<file path="src/rtl/tim_oc_pkg.sv">
package tim_oc_pkg;
   typedef enum logic [1:0] {
      OC_HOLD   = 2'b00,
      OC_TOGGLE = 2'b01,
      OC_CLEAR  = 2'b10,
      OC_SET    = 2'b11
   } oc_act_e;

   localparam int unsigned OC_MOD_ADDR = 0;
   localparam int unsigned OC_CLR_ADDR = 1;
   localparam int unsigned OC_IEN_ADDR = 2;
   localparam int unsigned OC_CH_BASE  = 4;
endpackage

</file>
<file path="src/rtl/oc_counter.sv">
module oc_counter #(
   parameter int unsigned CNT_W = 16
) (
   input  logic             clk,
   input  logic             rst_n,
   input  logic             mod_we,
   input  logic [CNT_W-1:0] wr_data,
   output logic [CNT_W-1:0] cnt_o,
   output logic             wrap_o
);
   logic [CNT_W-1:0] cnt_q;
   logic [CNT_W-1:0] mod_q;

   assign wrap_o = (cnt_q >= mod_q);
   assign cnt_o  = cnt_q;

   always_ff @(posedge clk or negedge rst_n) begin
      if (!rst_n) begin
         cnt_q <= '0;
         mod_q <= '1;
      end else begin
         cnt_q <= wrap_o ? '0 : cnt_q + 1'b1;
         if (mod_we) mod_q <= wr_data;
      end
   end

   // counting and wrapping
   assert_wrap_R2: assert property (@(posedge clk) disable iff (!rst_n)
      wrap_o |=> (cnt_q == '0));
   assert_step_R2: assert property (@(posedge clk) disable iff (!rst_n)
      !wrap_o |=> (cnt_q == CNT_W'($past(cnt_q) + 1'b1)));
endmodule

</file>
<file path="src/rtl/oc_flag.sv">
module oc_flag (
   input  logic clk,
   input  logic rst_n,
   input  logic set_i,
   input  logic clr_i,
   output logic flag_o
);
   logic flag_q;

   always_ff @(posedge clk or negedge rst_n) begin
      if (!rst_n)      flag_q <= 1'b0;
      else if (set_i)  flag_q <= 1'b1;
      else if (clr_i)  flag_q <= 1'b0;
   end

   assign flag_o = flag_q;

   // sticky, and set wins over clear
   assert_sticky_R7: assert property (@(posedge clk) disable iff (!rst_n)
      (flag_q && !clr_i) |=> flag_q);
   assert_set_wins_R7: assert property (@(posedge clk) disable iff (!rst_n)
      set_i |=> flag_q);
endmodule

</file>
<file path="src/rtl/oc_channel.sv">
module oc_channel
   import tim_oc_pkg::*;
#(
   parameter int unsigned CNT_W = 16
) (
   input  logic             clk,
   input  logic             rst_n,
   input  logic             cmp_we,
   input  logic             ctl_we,
   input  logic [CNT_W-1:0] wr_data,
   input  logic [CNT_W-1:0] cnt_i,
   output logic             match_o,
   output logic             pin_o
);
   logic [CNT_W-1:0] cmp_q;
   logic             en_q;
   oc_act_e          act_q;
   logic             pin_q;
   logic             pin_d;

   assign match_o = en_q && (cnt_i == cmp_q);

   always_comb begin
      pin_d = pin_q;
      if (match_o) begin
         case (act_q)
            OC_TOGGLE: pin_d = ~pin_q;
            OC_CLEAR:  pin_d = 1'b0;
            OC_SET:    pin_d = 1'b1;
            default:   pin_d = pin_q;
         endcase
      end
   end

   always_ff @(posedge clk or negedge rst_n) begin
      if (!rst_n) begin
         cmp_q <= '0;
         en_q  <= 1'b0;
         act_q <= OC_HOLD;
         pin_q <= 1'b0;
      end else begin
         pin_q <= pin_d;
         if (cmp_we) cmp_q <= wr_data;
         if (ctl_we) begin
            en_q  <= wr_data[0];
            act_q <= oc_act_e'(wr_data[2:1]);
         end
      end
   end

   assign pin_o = pin_q;

   // disabled channel holds its pin
   assert_idle_pin_R5: assert property (@(posedge clk) disable iff (!rst_n)
      !en_q |=> $stable(pin_q));
   // set and clear actions
   assert_set_R4: assert property (@(posedge clk) disable iff (!rst_n)
      (match_o && act_q == OC_SET) |=> pin_q);
   assert_clear_R4: assert property (@(posedge clk) disable iff (!rst_n)
      (match_o && act_q == OC_CLEAR) |=> !pin_q);
   assert_toggle_R4: assert property (@(posedge clk) disable iff (!rst_n)
      (match_o && act_q == OC_TOGGLE) |=> (pin_q != $past(pin_q)));
endmodule

</file>
<file path="src/rtl/ocmp_timer.sv">
module ocmp_timer
   import tim_oc_pkg::*;
#(
   parameter int unsigned CNT_W  = 16,
   parameter int unsigned N_CH   = 2,
   parameter int unsigned ADDR_W = 3
) (
   input  logic              clk,
   input  logic              rst_n,
   input  logic              wr_en,
   input  logic [ADDR_W-1:0] wr_addr,
   input  logic [CNT_W-1:0]  wr_data,
   output logic [CNT_W-1:0]  cnt_o,
   output logic [N_CH-1:0]   pin_o,
   output logic              ovf_flag_o,
   output logic [N_CH-1:0]   cmp_flag_o,
   output logic              ovf_irq_o,
   output logic [N_CH-1:0]   cmp_irq_o
);
   localparam int unsigned N_FLAG   = N_CH + 1;
   localparam int unsigned ADDR_MIN = $clog2(OC_CH_BASE + 2 * N_CH);

   if (N_CH < 1) begin : g_bad_nch
      $error("ocmp_timer: N_CH must be at least 1");
   end
   if (CNT_W < N_FLAG || CNT_W < 3) begin : g_bad_cntw
      $error("ocmp_timer: CNT_W too narrow for flag and control words");
   end
   if (ADDR_W < ADDR_MIN) begin : g_bad_addrw
      $error("ocmp_timer: ADDR_W too narrow for the channel count");
   end

   logic              wrap;
   logic [N_FLAG-1:0] set_vec;
   logic [N_FLAG-1:0] clr_vec;
   logic [N_FLAG-1:0] flag_vec;
   logic [N_FLAG-1:0] ien_q;
   logic              clr_hit;

   assign clr_hit = wr_en && (wr_addr == ADDR_W'(OC_CLR_ADDR));
   assign clr_vec = clr_hit ? wr_data[N_FLAG-1:0] : '0;

   oc_counter #(.CNT_W(CNT_W)) u_cnt (
      .clk    (clk),
      .rst_n  (rst_n),
      .mod_we (wr_en && (wr_addr == ADDR_W'(OC_MOD_ADDR))),
      .wr_data(wr_data),
      .cnt_o  (cnt_o),
      .wrap_o (wrap)
   );

   assign set_vec[0] = wrap;

   for (genvar k = 0; k < N_CH; k++) begin : g_ch
      oc_channel #(.CNT_W(CNT_W)) u_ch (
         .clk    (clk),
         .rst_n  (rst_n),
         .cmp_we (wr_en && (wr_addr == ADDR_W'(OC_CH_BASE + 2 * k))),
         .ctl_we (wr_en && (wr_addr == ADDR_W'(OC_CH_BASE + 2 * k + 1))),
         .wr_data(wr_data),
         .cnt_i  (cnt_o),
         .match_o(set_vec[k+1]),
         .pin_o  (pin_o[k])
      );
   end

   for (genvar f = 0; f < N_FLAG; f++) begin : g_flag
      oc_flag u_flag (
         .clk   (clk),
         .rst_n (rst_n),
         .set_i (set_vec[f]),
         .clr_i (clr_vec[f]),
         .flag_o(flag_vec[f])
      );
   end

   always_ff @(posedge clk or negedge rst_n) begin
      if (!rst_n) ien_q <= '0;
      else if (wr_en && (wr_addr == ADDR_W'(OC_IEN_ADDR))) ien_q <= wr_data[N_FLAG-1:0];
   end

   assign ovf_flag_o = flag_vec[0];
   assign cmp_flag_o = flag_vec[N_FLAG-1:1];
   assign ovf_irq_o  = flag_vec[0] & ien_q[0];
   assign cmp_irq_o  = flag_vec[N_FLAG-1:1] & ien_q[N_FLAG-1:1];

   // overflow flag follows the wrap
   assert_ovf_flag_R3: assert property (@(posedge clk) disable iff (!rst_n)
      wrap |=> (ovf_flag_o && cnt_o == '0));
   // no interrupt without its flag
   assert_irq_needs_flag_R8: assert property (@(posedge clk) disable iff (!rst_n)
      ovf_irq_o |-> ovf_flag_o);
   // a match raises the channel flag
   assert_cmp_flag_R6: assert property (@(posedge clk) disable iff (!rst_n)
      set_vec[1] |=> cmp_flag_o[0]);
endmodule

</file>
<file path="config.mk">
export PLATFORM = sky130hd
export DESIGN_NAME = ocmp_timer
export DESIGN_NICKNAME = d
export VERILOG_FILES = /design/src/rtl/tim_oc_pkg.sv /design/src/rtl/oc_counter.sv /design/src/rtl/oc_flag.sv /design/src/rtl/oc_channel.sv /design/src/rtl/ocmp_timer.sv
export SDC_FILE = /design/constraint.sdc
export NUM_CORES = 1
export LEC_CHECK = 0
export BUFFER_PORTS_ARGS = -buffer_cell sky130_fd_sc_hd__buf_2
export CAP_MARGIN = 20
export CELL_PAD_IN_SITES_DETAIL_PLACEMENT = 0
export CELL_PAD_IN_SITES_GLOBAL_PLACEMENT = 2
export CORE_MARGIN = 2
export CORE_UTILIZATION = 35
export CTS_CLUSTER_DIAMETER = 30
export DETAILED_ROUTE_END_ITERATION = 8
export PLACE_DENSITY_LB_ADDON = 0.05
export SYNTH_ARGS = -nofsm -noshare
export SYNTH_HDL_FRONTEND = slang
export SYNTH_SLANG_ARGS = --single-unit
export TNS_END_PERCENT = 10
</file>
<file path="constraint.sdc">
create_clock -name clk -period 1.98 [get_ports clk]
set_input_delay 0.099 -clock clk [delete_from_list [all_inputs] [get_ports clk]]
set_output_delay 0.099 -clock clk [all_outputs]
set_load 0.01 [all_outputs]
</file>
== Word level (Yosys, flattened, before mapping) ==
Cells that the tools add are included.
Storage, ports and cells
  bits in registers: 78
  input port bits: 22
  output and inout port bits: 24
  logic and storage cells: 61
Cells by class
  add/sub/neg operators: 1
  $lt $le $gt $ge: 1
  eq/ne operators: 14
  multiplexer cells: 10
  bitwise logic cells: 4
  reduce and logical (&&, ||, !) cells: 17
Operator list (number)
  == test 16 bit: 2
  adder 16 x 1 -> 16 bit, second input constant: 1
  >= comparator 16 bit: 1
  2-to-1 mux 16 bit: 1
  == test 3 bit, second input constant: 4
  logical AND 1 bit: 9
  == test 2 bit, second input constant: 4
  2-to-1 mux 1 bit: 6
  case mux 1 bit (3 select lines): 2
  nonzero test 2 bit: 3
  nonzero test 3 bit: 2
  == test 2 x 1 -> 1 bit, second input constant: 2
  AND reduction 2 bit: 2
  == test 3 x 1 -> 1 bit, second input constant: 1
  == test 3 x 2 -> 1 bit, second input constant: 1
  zero test 3 bit: 1
  2-to-1 mux 3 bit: 1
  bitwise AND 2 bit: 1
  inverter 1 bit: 2
  bitwise AND 1 bit: 1

== Longest topological paths before layout ==
Gate-level depths: netlist of the first run.
  word-level depth: 5
  mapped depth: 9
  gate-level depth less buffers: 7

== Cells and area by module ==
From an unflattened synthesis of the first run, not the netlist that was laid out.
Second synthesis, totals
  cells, all modules: 351
  area, all modules: 4042.6 µm²
Modules (own cells, without submodules)
  oc_channel: times used 2, cells an instance 70, area an instance 937.1 µm², seq. area each 500.5 µm²
  oc_counter: times used 1, cells an instance 180, area an instance 1834.3 µm², seq. area each 820.8 µm²
  ocmp_timer: times used 1, cells an instance 22, area an instance 225.2 µm², seq. area each 75.1 µm²
  oc_flag: times used 3, cells an instance 3, area an instance 36.3 µm², seq. area each 25.0 µm²

== Worst setup path after synthesis of the first run ==
No wires, ideal clock.
  kind: register to register
  start point: register u_cnt.cnt_q[0], in the netlist u_cnt.cnt_o[0]
  end point: register u_cnt.cnt_q[10], in the netlist u_cnt.cnt_o[10]
  setup time: 117 ps
  data arrival time: 1871 ps
  data required time: 1863 ps
  path slack: -8 ps
  stages on the path, launching flop included: 10
  buffers on the path: 2
  clock period less this slack: 1988 ps
  cell sequence: dfrtp_1 > buf_2 > inv_1 > ha_1 > and3_1 > o21ai_0 > a31o_1 > a211oi_4 > buf_6 > nor2_1
Between the ends
  cells in the longest elaborated chain, start to end: 2
  elaborated cells between the ends (all ways): 3
  classes of those cells: 1 x add/sub; 1 x order compare; 1 x mux
Ends and longest elaborated chain
  start: declaration: RTL line oc_counter.sv:11  | logic [CNT_W-1:0] cnt_q;
  start signal: assignment: RTL line oc_counter.sv:22  | cnt_q <= wrap_o ? '0 : cnt_q + 1'b1;
  adder 16 x 1 -> 16 bit / >= comparator 16 bit (equally long branches): RTL line oc_counter.sv:22, oc_counter.sv:14
  2-to-1 mux 16 bit *: RTL line oc_counter.sv:22
Mark *: on every way between the ends. The rest lies on a longest branch, timed or not.
A chain may end at the register's enable or synchronous reset.

== Worst setup path after layout of the first run ==
  start point: register u_cnt.mod_q[1]
  end point: register u_cnt.cnt_q[8], in the netlist u_cnt.cnt_o[8]
Between the ends
  cells in the longest elaborated chain, start to end: 2
Ends and longest elaborated chain
  start: declaration: RTL line oc_counter.sv:12  | logic [CNT_W-1:0] mod_q;
  start signal: assignment: RTL line oc_counter.sv:23  | if (mod_we) mod_q <= wr_data;
  >= comparator 16 bit: RTL line oc_counter.sv:14  | assign wrap_o = (cnt_q >= mod_q);
  2-to-1 mux 16 bit: RTL line oc_counter.sv:22
Every way passes these cells.

==> results by group, run 1 <==
Status
  • Outcome: complete, no violations

Final layout
  • ANT cells: 0
  • Layout cell share with drive strength beyond 1: 0.389
  • Post-route insts no fill: 583
  • Area Overhead vs Synth: 24.0%
  • Layout Nets: 474
  • Fin area: 0.00507 mm²

Power
  • P per Cell Area: 1100 mW/mm²
  • Worst vdd ir: about 0.00044 V
  • Tot Pwr: ~5.6 mW
  • Leakage: 2.27 nW

Die
  • Core region area: 0.0114 mm²
  • I/O pins: 46
  • Rows: 39
  • Die Span X: between 100 and 150 µm
  • DIE HEIGHT: 112 µm
  • Die area: 0.0126 mm²
  • Initial Utilization: 0.358

Placement
  • GPL Wtd Cong: 0.762
  • Post-Place Cells: 560
  • DP Area: 0.00459 mm²
  • DPL Wire Length: 7720 µm
  • Number of port buffers: 45

Clock tree
  • CTS tree: done
  • Root Driver: clkbuf_16
  • TritonCTS buffer count: 9
  • Clock Tree Buf Depth: 2
  • H-tree depth: 3
  • Clock transition at the registers of the reported paths: 0.06 ns
  • CTS Sinks: 78
  • Latest clock arrival within the worst-skew pair: 0.34 ns

Synth
  • Post-synth EDFFs: 0
  • Synth cell types: 45
  • FFs w/ async S/R, synth: 1.00
  • Yosys warns: 0
  • Top cells by area, synth: dfrtp_1 (38%), mux2_2 (12%), dfstp_2 (10%)
  • Avg Inst Size Synth: 11.0 µm²
  • Post-Synthesis Cell Area: 0.00409 mm²
  • Register bit total from synthesis: 78
  • Top_reg_cell synth: dfrtp_1
  • Syn Nets: 409
  • Yosys top cell area share: 0.380
  • Top cell type by total area after synthesis: dfrtp_1
  • Seq/Total Area, Yosys: 0.482
  • Post-synthesis instance total: 370

Critical path
  • Worst R2R Setup Slack: 0.02 ns
  • Slowest CP cell: dfstp_2
  • Critical path arrival: ~2.2 ns
  • Critical path cell sequence: inv_2 -> ha_4 -> nor2b_1 -> o211ai_1 -> a31o_1 -> a211oi_4 -> clkbuf_16 -> nor3b_2
  • Crit Path Max Fanout: 8
  • WS Path Type: reg2reg
  • CP startpoint kind: flop
  • Required @ worst endpoint: ~2.2 ns
  • Critical path's largest stage delay: 0.52 ns
  • Worst setup EP type: flop

Hold path
  • Hold Path Class: in2reg

STA
  • RSZ-0062 raised after global routing: yes
  • Relative slew margins: 0.664
  • Worst slew pin tran: approximately 0.5 ns
  • Maximum clock rate: 510 MHz
  • Fin crit period: 1.96 ns
  • Max Slew Vio Count: 0
  • Clock Skew: 0.00673 ns
  • Fin crit share: 0.991
  • Final setup viols: 0
  • Final hold vios: 0
  • Fin Hold WS: 0.00983 ns

Global route
  • Pin count of the biggest net entering global routing: 45
  • Vias in the first global route: 2961
  • Initial antenna violation count: 0
  • Global-route wire length before repair: 16700 µm
  • Grt total ovfl: 0
  • GRT Total Usage: 0.177

Drt
  • Drt via density: 4.93
  • DRC: 0
  • Via Count: 2874
  • Final wirelength: 10600 µm
  • Drt wl/cell: 18.2 µm
  • DRT antenna net count: 0
  • Initial DRC Count: 94
  • DRT Pass-1 Iters: 4

Run
  • Maxcap violations: 0
## repair_timing
item,CTS,global route
buffers inserted,0,1
gates resized for setup,3,14
hold endpoints to repair,74,0
gates cloned,0,1
pin swaps,0,5
setup endpoints to repair,14,17
hold buffers,5,0
## worst paths after layout
| path | endpoint | start | cells past startpoint |
|---|---|---|---|
| max | u_cnt.cnt_o[8]$_DFF_PN0_ | u_cnt.mod_q[1]$_DFFE_PN1P_ | 8 |
| min | u_cnt.mod_q[12]$_DFFE_PN1P_ | wr_data[12] | 3 |
| max reg2reg | u_cnt.cnt_o[8]$_DFF_PN0_ | u_cnt.mod_q[1]$_DFFE_PN1P_ | 8 |
| min reg2reg | g_ch[1].u_ch.en_q$_DFFE_PN0P_ | g_ch[1].u_ch.en_q$_DFFE_PN0P_ | 1 |
| max in group asynchronous | u_cnt.mod_q[0]$_DFFE_PN1P_ | rst_n | 3 |
| min in group asynchronous | u_cnt.cnt_o[8]$_DFF_PN0_ | rst_n | 2 |
## state kept, by name (all words and copies together) (netlist names)
name / count
g_ch.u_ch.en_q: 2
g_ch.u_ch.pin_o: 2
g_flag.u_flag.flag_o: 3
u_cnt.cnt_o: 16
g_ch.u_ch.cmp_q: 32
g_ch.u_ch.act_q: 4
u_cnt.mod_q: 16
ien_q: 3
## logic make-up (layout without fill, tap and decap cells)
kind of cell / Yosys count / in the layout / share of synthesized area
buffers and inverters: 42 / 112 / 0.0484
flip-flops: 78 / 78 / 0.482
adder cells (fa/ha/maj): 17 / 17 / 0.0520
AO/OA/AOI/OAI: 33 / 33 / 0.0545
multiplexers: 43 / 43 / 0.118
XOR/XNOR: 46 / 46 / 0.0986
AND/OR/NAND/NOR: 111 / 111 / 0.146
## critical path: cells and delay by family (launching register included)
kind / cells / cell delay (ns)
adder cells (fa/ha/maj): 1 / 0.25
buffers and inverters: 2 / 0.27
AND/OR/NAND/NOR: 2 / 0.17
flip-flops: 1 / 0.52
AO/OA/AOI/OAI: 3 / 0.63
## per-layer routing
metal,track usage,share of wire,vias to the layer above
li1,-,-,1392
met1,0.249,0.49,1423
met2,0.277,0.46,46
met3,0.0362,0.026,13
met4,0.0569,0.018,0
met5,0,0,-
## area by class of cell
type | count | area [µm²]
inverters | 20 | 75.1
clock buffers | 10 | 229
clock inverters | 6 | 63.8
well taps | 143 | 179
repair buffers | 76 | 528
fillers | 1148 | 6350
multi-input cells | 250 | 2020
flip-flops and latches | 78 | 1970
## where the power goes
part / switching [mW] / internal, mW
Sequential: 0.235 / 1.98
Clock: 0.673 / 0.975
Combinational: 0.881 / 0.826
## through the flow
| step | worst slack (ns) | TNS [ns] | utilization |
|---|---|---|---|
| 5_1_grt | -0.0810 | -0.853 | 0.444 |
| 4_1_cts | 0.0204 | 0 | 0.433 |
| 2_1_floorplan | 0.00716 | 0 | - |
| 6_report | 0.0180 | 0 | 0.444 |
| 3_3_place_gp | -0.0276 | -0.0931 | 0.402 |
| 3_5_place_dp | -0.0952 | -0.401 | 0.402 |
## cell usage in the layout (no fill, tap or decap), types with 4 or more instances in the layout
| cell | Yosys | final |
|---|---|---|
| dfrtp_1 | 62 | 62 |
| and2_1 | 4 | 4 |
| xor2_1 | 13 | 13 |
| buf_4 | 5 | 23 |
| dfstp_2 | 16 | 16 |
| dlygate4sd3_1 | 0 | 5 |
| nor2_1 | 13 | 13 |
| nand4_1 | 12 | 12 |
| o21ai_0 | 18 | 16 |
| ha_1 | 17 | 12 |
| inv_1 | 20 | 17 |
| nor3b_1 | 6 | 4 |
| nor4_1 | 5 | 4 |
| buf_2 | 10 | 44 |
| mux2_2 | 42 | 42 |
| clkbuf_16 | 0 | 10 |
| nand2_1 | 40 | 40 |
| ha_4 | 0 | 5 |
| nand3_1 | 10 | 10 |
| xnor2_1 | 33 | 33 |
## cell usage after synthesis (4+ instances only)
library cell  instances
nor2_1               13
mux2_2               42
nor4_1                5
dfrtp_1              62
nand4_1              12
o21ai_0              18
nor3b_1               6
inv_1                20
xor2_1               13
nand3_1              10
buf_4                 5
nand2_1              40
buf_2                10
clkbuf_1              5
and2_1                4
xnor2_1              33
dfstp_2              16
nor3_1                5
ha_1                 17
(Power assumes the default switching activity.)
==> run 2, diff against run 1 <==
--- a/config.mk
+++ b/config.mk
@@ -9,6 +9,7 @@
 export CAP_MARGIN = 20
 export CELL_PAD_IN_SITES_DETAIL_PLACEMENT = 0
 export CELL_PAD_IN_SITES_GLOBAL_PLACEMENT = 2
+export CORE_ASPECT_RATIO = 1.4
 export CORE_MARGIN = 2
 export CORE_UTILIZATION = 35
 export CTS_CLUSTER_DIAMETER = 30
==> results by group, run 2 (synthesis results as in run 1) <==
Clock tree
  • Root Driver: clkbuf_16
  • Post-CTS Setup Inserts: 0
  • CTS tree: done
  • TritonCTS buffer count: 9
  • H-tree depth: 3
  • Clock Tree Buf Depth: 2
  • Clock transition at the registers of the reported paths: 0.06 ns
  • CTS Sinks: 78
  • Latest clock arrival within the worst-skew pair: about 0.34 ns

Power
  • P per Cell Area: 1120 mW/mm²
  • Leakage: ~2.3 nW
  • Worst vdd ir: about 0.00050 V

Drt
  • DRT antenna net count: 0
  • DRC: 0
  • Final wirelength: 10200 µm
  • Initial DRC Count: 134
  • DRT Pass-1 Iters: 4
  • Drt via density: approximately 4.8
  • Via Count: 2826
  • Drt wl/cell: 17.4 µm

Hold path
  • Min-delay src: wr_data[10]
  • Min-Delay Endpoint: u_cnt.mod_q[10]$_DFFE_PN1P_
  • Hold path depth: 3
  • Hold Path Class: in2reg

Status
  • Outcome: complete, no violations

Placement
  • Post-Place Cells: about 560
  • GPL Wtd Cong: between 0.7 and 0.8
  • DPL Wire Length: 7620 µm
  • Number of port buffers: 45

Final layout
  • Max reg flops: 32
  • FILL cells: 1066
  • Most frequent cells in the layout: dfrtp_1 (62), buf_2 (44), mux2_2 (42), nand2_1 (40), xnor2_1 (33)
  • Area Overhead vs Synth: 23.7%
  • Util after Layout: 0.446
  • ANT cells: 0
  • Top reg by flops: g_ch.u_ch.cmp_q
  • Commonest non-fill, non-tap cell in the layout: dfrtp_1
  • Layout cell share with drive strength beyond 1: 0.376
  • Post-route insts no fill: about 590
  • Layout Nets: roughly 480

Critical path
  • Required @ worst endpoint: approximately 2.2 ns
  • Reg-to-reg endpoint: u_cnt.cnt_o[0]$_DFF_PN0_
  • CP startpoint kind: flop
  • Crit Path Max Fanout: 6
  • CP startpoint: u_cnt.mod_q[1]$_DFFE_PN1P_
  • Worst path top cell family by delay: compound AO/OA/AOI/OAI gates
  • Critical path's largest stage delay: approximately 0.53 ns
  • Critical path arrival: between 2 and 2.5 ns
  • WS Path Type: reg2reg
  • Worst R2R Start: u_cnt.mod_q[1]$_DFFE_PN1P_
  • Slowest CP cell: dfstp_2
  • Critical path cell sequence: inv_2 -> ha_4 -> nor2b_4 -> o211ai_1 -> a31o_1 -> a211oi_4 -> buf_4 -> nor3b_1
  • R2R depth: 8
  • Worst setup EP type: flop
  • Buf/Inv on CP: 2
  • Worst R2R Setup Slack: 0.02 ns

Global route
  • Pin count of the biggest net entering global routing: 49
  • Global-route wire length before repair: 16500 µm
  • GRT Total Usage: 0.176
  • Vias in the first global route: 2921
  • Initial antenna violation count: 0
  • Grt total ovfl: 0

Die
  • I/O pins: 46
  • Rows: 46
  • Die area: roughly 0.013 mm²
  • Die Span X: between 90 and 100 µm
  • Initial Utilization: 0.361
  • DIE HEIGHT: 132 µm
  • Core region area: 0.0113 mm²

Run
  • Maxcap violations: 0

STA
  • Clock Skew: 0.00909 ns
  • RSZ-0062 raised after global routing: yes
  • Relative slew margins: 0.491
  • Final setup viols: 0
  • Maximum clock rate: between 500 and 600 MHz
  • Worst slew pin tran: 0.761 ns
  • Fin crit period: approximately 2.0 ns
  • Fin crit share: 0.988
  • Final hold vios: 0
  • Max Slew Vio Count: 0
## run 2: worst register-to-register path, delay by kind of cell, from the launching register on
kind	cells	cell delay, ns
AO/OA/AOI/OAI	3	0.65
flip-flops	1	0.53
adder cells (fa/ha/maj)	1	0.26
buffers and inverters	2	0.24
AND/OR/NAND/NOR	2	0.17
## run 2: how the worst max path moves through the flow
| stage | slack [ns] | to | cells past startpoint |
|---|---|---|---|
| after global placement | -0.02 | g_flag[0].u_flag.flag_o$_DFFE_PN0P_ | 8 |
| after global routing | -0.05 | g_flag[0].u_flag.flag_o$_DFFE_PN0P_ | 8 |
| after detailed placement | -0.06 | g_flag[0].u_flag.flag_o$_DFFE_PN0P_ | 8 |
| final | 0.02 | u_cnt.cnt_o[0]$_DFF_PN0_ | 8 |
| after floorplan | 0.007 | u_cnt.cnt_o[10]$_DFF_PN0_ | 9 |
| after CTS | 0.002 | u_cnt.cnt_o[9]$_DFF_PN0_ | 8 |
## run 2: repair_timing
action	in CTS	in global routing
hold endpoints to repair	32	0
resized for setup	4	10
pin swaps	1	5
endpoints found under the setup margin	10	17
hold buffers	7	0
## run 2: through the flow
stage                     setup slack [ns]  power (mW)  hold WS (ns)  area [µm²]  setup TNS (ns)
final                               0.0234        5.66       0.00746        5060               0
after global routing               -0.0471        6.03        0.0275        5060          -0.454
after floorplan                    0.00716        3.31        -0.197        4090               0
after global placement             -0.0204        3.95        0.0795        4600         -0.0204
after CTS                          0.00217        5.67      0.000597        4980               0
after detailed placement           -0.0631        3.96        0.0769        4600          -0.271
## run 2: final cells by class
cell class | instances | area, µm² | share of cell area
multi-input cells | 250 | 2010 | 0.398
well taps | 144 | 180 | 0.0356
clock inverters | 4 | 47.5 | 0.00940
flip-flops and latches | 78 | 1970 | 0.390
inverters | 20 | 75.1 | 0.0148
repair buffers | 78 | 522 | 0.103
clock buffers | 12 | 246 | 0.0488
## run 2: per-layer routing
metal / global-route usage / vias to the layer above / share of wire
met4: 0.0773 / 0 / 0.024
li1: - / 1392 / -
met1: 0.230 / 1377 / 0.45
met2: 0.288 / 44 / 0.51
met5: 0 / - / 0
met3: 0.0200 / 13 / 0.021
## run 2: where the power goes
part	total (mW)	switching (mW)	internal, mW
logic	1.78	0.906	0.877
registers	2.22	0.240	1.98
clock network	1.65	0.645	1.01
total	5.66	1.79	3.87
